[src/rtl/qctl_en_pkg.sv]
package qctl_en_pkg;
  localparam int CFG_W      = 32;
  localparam int EN_BIT     = 0;
  localparam int MPS_LO     = 7;
  localparam int NIB_W      = 4;
  localparam int SQES_LO    = 16;
  localparam int CQES_LO    = 20;
  localparam int AQ_W       = 12;
  localparam int AQ_SQ_LO   = 0;
  localparam int AQ_CQ_LO   = 16;
  localparam int PAGE_BASE  = 12;
  localparam int SHIFT_W    = 5;

  // page size exponent from the page-size field
  function automatic logic [SHIFT_W-1:0] shift_of(input logic [NIB_W-1:0] mps);
    return SHIFT_W'(mps) + SHIFT_W'(PAGE_BASE);
  endfunction

  // inclusive window test on a nibble
  function automatic logic nib_inside(input logic [NIB_W-1:0] v,
                                      input logic [NIB_W-1:0] lo,
                                      input logic [NIB_W-1:0] hi);
    return (v >= lo) && (v <= hi);
  endfunction
endpackage

[src/rtl/qctl_nib_window.sv]
module qctl_nib_window
  import qctl_en_pkg::*;
(
  input  logic [NIB_W-1:0] value,
  input  logic [NIB_W-1:0] lo,
  input  logic [NIB_W-1:0] hi,
  output logic             ok
);
  assign ok = nib_inside(value, lo, hi);
endmodule

[src/rtl/qctl_base_check.sv]
module qctl_base_check
  import qctl_en_pkg::*;
#(
  parameter int ADDR_W = 64
) (
  input  logic [ADDR_W-1:0]  base,
  input  logic [SHIFT_W-1:0] shift,
  output logic               ok
);
  logic [ADDR_W-1:0] low_mask;
  logic nonzero, aligned;

  assign low_mask = (ADDR_W'(1) << shift) - ADDR_W'(1);
  assign nonzero  = |base;
  assign aligned  = ~|(base & low_mask);
  assign ok       = nonzero && aligned;
endmodule

[src/rtl/qctl_aq_size_check.sv]
module qctl_aq_size_check
  import qctl_en_pkg::*;
#(
  parameter int MAX_ENTRIES = 4095
) (
  input  logic [AQ_W-1:0] size,
  output logic            ok
);
  assign ok = (size != '0) && (32'(size) <= MAX_ENTRIES);
endmodule

[src/rtl/qctl_enable_validator.sv]
module qctl_enable_validator
  import qctl_en_pkg::*;
#(
  parameter int ADDR_W      = 64,
  parameter int AQ_MAX      = 4095
) (
  input  logic                 clk,
  input  logic                 rst_n,
  input  logic [CFG_W-1:0]     cfg_word,
  input  logic [CFG_W-1:0]     aqa_word,
  input  logic [ADDR_W-1:0]    asq_base,
  input  logic [ADDR_W-1:0]    acq_base,
  input  logic [NIB_W-1:0]     cap_mps_min,
  input  logic [NIB_W-1:0]     cap_mps_max,
  input  logic [2*NIB_W-1:0]   sqes_limits,
  input  logic [2*NIB_W-1:0]   cqes_limits,
  input  logic                 admin_sq_live,
  input  logic                 admin_cq_live,
  output logic                 ready,
  output logic                 fatal,
  output logic [SHIFT_W-1:0]   page_shift
);
  localparam int N_WIN  = 3;
  localparam int N_BASE = 2;
  localparam int N_AQ   = 2;

  logic en, en_q, en_rise;
  logic [NIB_W-1:0]   mps;
  logic [SHIFT_W-1:0] shift_now;

  assign en        = cfg_word[EN_BIT];
  assign en_rise   = en && !en_q;
  assign mps       = cfg_word[MPS_LO +: NIB_W];
  assign shift_now = shift_of(mps);

  // window checks: 0 page size, 1 submission entry, 2 completion entry
  logic [NIB_W-1:0] win_val [N_WIN];
  logic [NIB_W-1:0] win_lo  [N_WIN];
  logic [NIB_W-1:0] win_hi  [N_WIN];
  logic [N_WIN-1:0] win_ok;

  assign win_val[0] = mps;
  assign win_lo[0]  = cap_mps_min;
  assign win_hi[0]  = cap_mps_max;
  assign win_val[1] = cfg_word[SQES_LO +: NIB_W];
  assign win_lo[1]  = sqes_limits[NIB_W-1:0];
  assign win_hi[1]  = sqes_limits[2*NIB_W-1:NIB_W];
  assign win_val[2] = cfg_word[CQES_LO +: NIB_W];
  assign win_lo[2]  = cqes_limits[NIB_W-1:0];
  assign win_hi[2]  = cqes_limits[2*NIB_W-1:NIB_W];

  for (genvar g = 0; g < N_WIN; g++) begin : g_win
    qctl_nib_window u_win (
      .value (win_val[g]),
      .lo    (win_lo[g]),
      .hi    (win_hi[g]),
      .ok    (win_ok[g])
    );
  end

  logic [ADDR_W-1:0] bases [N_BASE];
  logic [N_BASE-1:0] base_ok;
  assign bases[0] = asq_base;
  assign bases[1] = acq_base;

  for (genvar g = 0; g < N_BASE; g++) begin : g_base
    qctl_base_check #(.ADDR_W(ADDR_W)) u_base (
      .base  (bases[g]),
      .shift (shift_now),
      .ok    (base_ok[g])
    );
  end

  logic [AQ_W-1:0] aq_size [N_AQ];
  logic [N_AQ-1:0] aq_ok;
  assign aq_size[0] = aqa_word[AQ_SQ_LO +: AQ_W];
  assign aq_size[1] = aqa_word[AQ_CQ_LO +: AQ_W];

  for (genvar g = 0; g < N_AQ; g++) begin : g_aq
    qctl_aq_size_check #(.MAX_ENTRIES(AQ_MAX)) u_aq (
      .size (aq_size[g]),
      .ok   (aq_ok[g])
    );
  end

  // the checks in their fixed order, all must hold
  logic queues_free, verdict_ok;
  assign queues_free = !admin_sq_live && !admin_cq_live;
  assign verdict_ok  = queues_free && (&base_ok) && win_ok[0]
                       && win_ok[2] && win_ok[1] && (&aq_ok);

  always_ff @(posedge clk or negedge rst_n) begin
    if (!rst_n) begin
      en_q       <= 1'b0;
      ready      <= 1'b0;
      fatal      <= 1'b0;
      page_shift <= '0;
    end else begin
      en_q <= en;
      if (!en) begin
        ready      <= 1'b0;
        fatal      <= 1'b0;
        page_shift <= '0;
      end else if (en_rise) begin
        ready      <= verdict_ok;
        fatal      <= !verdict_ok;
        page_shift <= shift_now;
      end
    end
  end
endmodule

[config.mk]
export PLATFORM = sky130hd
export DESIGN_NAME = qctl_enable_validator
export DESIGN_NICKNAME = d
export VERILOG_FILES = /design/src/rtl/qctl_en_pkg.sv /design/src/rtl/qctl_nib_window.sv /design/src/rtl/qctl_base_check.sv /design/src/rtl/qctl_aq_size_check.sv /design/src/rtl/qctl_enable_validator.sv
export SDC_FILE = /design/constraint.sdc
export NUM_CORES = 1
export LEC_CHECK = 0
export BUFFER_PORTS_ARGS = -buffer_cell sky130_fd_sc_hd__buf_4
export CORE_AREA = 2 2 87 89
export DETAILED_ROUTE_END_ITERATION = 8
export DIE_AREA = 0 0 89 91
export PLACE_DENSITY = 0.75
export SKIP_CTS_REPAIR_TIMING = 1
export SLEW_MARGIN = 20
export SYNTH_ARGS = -nofsm -noshare
export SYNTH_HDL_FRONTEND = slang
export SYNTH_SLANG_ARGS = --single-unit
[constraint.sdc]
create_clock -name clk -period 3.88 [get_ports clk]
set_input_delay 0.776 -clock clk [delete_from_list [all_inputs] [get_ports clk]]
set_output_delay 0.776 -clock clk [all_outputs]
set_load 0.05 [all_outputs]
==> run_results.csv <==
group,metric,value,unit
grt,grt_pass1_vias,3523,
clock_network,clockBufferDepth,2,
outcome,outcome,"finished clean",
sta,fmax,285.4,MHz
placement,dpl_cell_area,4046,µm²
yosys,syn_nets,605,
floorplan,rows,31,
clock_network,clk_latency,230,ps
clock_network,root_buffer,"clkbuf_8",
yosys,ys_ff_latch,8,
yosys,synth_top_area_share,16.53,%
worst_setup_path,critPathLaunchType,"input port",
worst_setup_path,max_stage_delay,440,ps
routing,first_pass_iters,5,
power_and_ir_drop,power_switching,231.5,µW
power_and_ir_drop,comb_power_share,68.1,%
clock_network,cts.sinks,8,
clock_network,clk_pin_slew_worst_paths,40,ps
sta,setup_viol,0,
yosys,ys_async_sr_fraction,100.0,%
placement,dp_hpwl,10870,µm
worst_setup_path,critPathMaxFanout,19,
yosys,netlist_instances,353,
yosys,syn-cell-area,2422,µm²
floorplan,initial_core_util,33.94,%
floorplan,core_area,7137,µm²
power_and_ir_drop,p_per_area,147.3,nW/µm²
power_and_ir_drop,vdd_drop_max,0.1832,mV
sta,fin_crit_sh,90.30,%
placement,place.port_buffers,199,
grt,grt_overflow,0,
worst_setup_path,arrival,3620,ps
sta,finalSetupTns,0,ps
routing,remaining_drc_errors,0,
worst_setup_path,required,4000,ps
clock_network,cts_tree,"built",
sta,slew_viol_final,0,
cells_and_area,seq_area,200.2,µm²
sta,finalClockSkew,2.545,ps
power_and_ir_drop,fin_total_pwr,602.3,µW
grt,grt_pass1_wl,18260,µm
sta,final.min_clock_period,3504,ps
cells_and_area,multi_input_area,2018,µm²
grt,antenna_found_initial,0,
placement,dp_slack,174.0,ps
cells_and_area,drive_gt1_share,40.29,%
routing,first_iter_violations,281,
power_and_ir_drop,internal_power,370.8,µW
yosys,synth_most_common_cell,"nor4_1",
floorplan,die-area,8099,µm²
worst_setup_path,cp_slowest_cell,"ha_1",
power_and_ir_drop,seqPwrFrac,15.3,%
sta,relSlewSlack,53.26,%
worst_setup_path,cp_cell_sequence,"buf_4 -> inv_1 -> ha_1 -> and2_1 -> nand3_1 -> ha_1 -> buf_4 -> nor4b_1 -> nor4_1 -> nand4_1 -> nor4_1 -> nand4_1 -> and3_1",
cells_and_area,syn2layout_area_growth,68.75,%
clock_network,cts_buffers,3,
cells_and_area,finalNetCount,805,
sta,rsz0062_at_grt,"false",
yosys,ys_seq_area_share,8.264,%
routing,ant_nets,0,
power_and_ir_drop,p_clk_share,16.6,%
placement,dp_cells,647,
cells_and_area,antenna_cells,0,
placement,finalWeightedCongestion,0.9487,
sta,layout_setup_ws,376.3,ps
routing,vias,3586,
yosys,synth_cell_type_count,55,
yosys,syn_area_per_cell,6.862,µm²
grt,grt_max_degree,27,
worst_setup_path,cp_num_buf_inv,3,
floorplan,die_h,91,µm
worst_setup_path,crit_type,"input port to flip-flop",
yosys,synth_edf_count,0,
grt,grt_usage,29.47,%
power_and_ir_drop,p_leak,1.975,nW
floorplan,io_pins,227,
sta,tightest_slew,698.5,ps
clock_network,h-tree-depth,1,
worst_setup_path,cp_top_family,"simple AND/OR/NAND/NOR gates",
floorplan,die_w,89,µm
worst_setup_path,endpoint_kind,"flip-flop",
routing,wire_per_inst,19.42,µm
yosys,ys_warn_count,0,
yosys,yosys_most_used_dff,"dfrtp_1",
power_and_ir_drop,p_sw_share,38.43,%
job,cap_violations,0,
yosys,ys_top_cells_by_count,"nor4_1 (45), nor2_1 (34), ha_1 (32)",
yosys,synth.largest_area_cell,"ha_1",
worst_hold_path,hp-class,"input port to async pin",
routing,routed_wl,12630,µm
cells_and_area,instances_no_fill,650,
sta,hold_viol,0,
cells_and_area,stdcell_area,4088,µm²
cells_and_area,final.fill_count,727,
routing,avgViaCountPerCell,5.517,
yosys,synth_area_leaders,"ha_1 (17%), nor4_1 (12%), dfrtp_1 (8.3%), o21ai_0 (5.6%), nor2_1 (5.3%)",
## layout by cell type (no fill, tap or decap), types with 2 or more instances in the layout
cell       instances
a2111oi_0          3
a211o_1            3
a211oi_1           3
a21oi_1           13
a22oi_1            3
a2bb2oi_1          3
a32oi_1            4
and2_1             5
and2b_1            2
and3_1             3
buf_4            212
clkbuf_8           3
dfrtp_1            8
ha_1              32
inv_1             30
mux2i_1            2
nand2_1           13
nand2b_1          13
nand3_1           13
nand3b_1           2
nand4_1           17
nor2_1            34
nor2b_1            7
nor3_1             9
nor4_1            45
nor4b_1            4
o2111ai_1          4
o21ai_0           27
o221ai_1           2
o22a_1             2
o22ai_1            3
o31ai_1            2
or2_2              2
or3_1              2
xnor2_1            3
## worst register-to-register path, cell delays in order (launching register included)
cell       delay (ps)
dfrtp_1           500
nor3_1            440
o2111ai_1         160
nor4_1            360
nand4_1           160
nor4_1            370
nand4_1           220
and3_1            230
## final cells by class
type,instances,area share (%)
Inverter,30,2.755
Multi-Input combinational cell,298,49.37
Timing Repair Buffer,212,38.93
Tap cell,99,3.030
Sequential cell,8,4.897
Clock buffer,3,1.010
## metrics by stage
step | hold WS [ps] | util, %
after floorplan | 480.4 | -
after global placement | 519.7 | 56.70
after detailed placement | 536.8 | 56.70
after CTS | 358.1 | 57.28
after global routing | 352.6 | 57.28
final | 363.7 | 57.28
## cells by family after synthesis
| group | after synthesis | synth area share, % |
|---|---|---|
| AOI/OAI and AO/OA | 84 | 23.50 |
| xor gates and xnor gates | 4 | 1.447 |
| adders and majority gates | 32 | 16.53 |
| buffers and inverters | 47 | 8.420 |
| DFF | 8 | 8.264 |
| muxes | 2 | 0.8265 |
| and+or+nand+nor | 176 | 41.01 |
## power groups by stage
| stage | Clock (mW) | Sequential [mW] | Combinational [mW] |
|---|---|---|---|
| 6_report | 0.0999 | 0.0922 | 0.410 |
| 5_1_grt | 0.112 | 0.0927 | 0.443 |
| 4_1_cts | 0.103 | 0.0921 | 0.407 |
| 3_5_place_dp | 0 | 0.0933 | 0.405 |
| 3_3_place_gp | 0 | 0.0927 | 0.402 |
| 2_1_floorplan | 0 | 0.105 | 0.153 |
## state kept, by name, indices dropped and copies added, names as in the netlist
signal	cells
ready	1
fatal	1
page_shift	5
en_q	1
## final timing paths
check / startpoint / to / slack (ps) / cells past startpoint
worst min register to register: ready / ready / 540 / 2
worst max-delay path: cfg_word[10] / fatal / 380 / 13
worst max register to register: en_q / fatal / 1340 / 7
worst min-delay path: rst_n / page_shift[4] / 360 / 1
max in group asynchronous: rst_n / page_shift[0] / 3380 / 1
min in group clk: ready / ready / 540 / 2
## metal layers
metal | track usage (%) | routed length, µm | share of wire (%)
met5 | 0 | 0 | 0
met4 | 5.348 | 212 | 1.7
met3 | 3.909 | 1327 | 11
met2 | 50.75 | 6011 | 48
met1 | 39.09 | 5073 | 40
No activity file was read; power rests on OpenSTA's default activity.
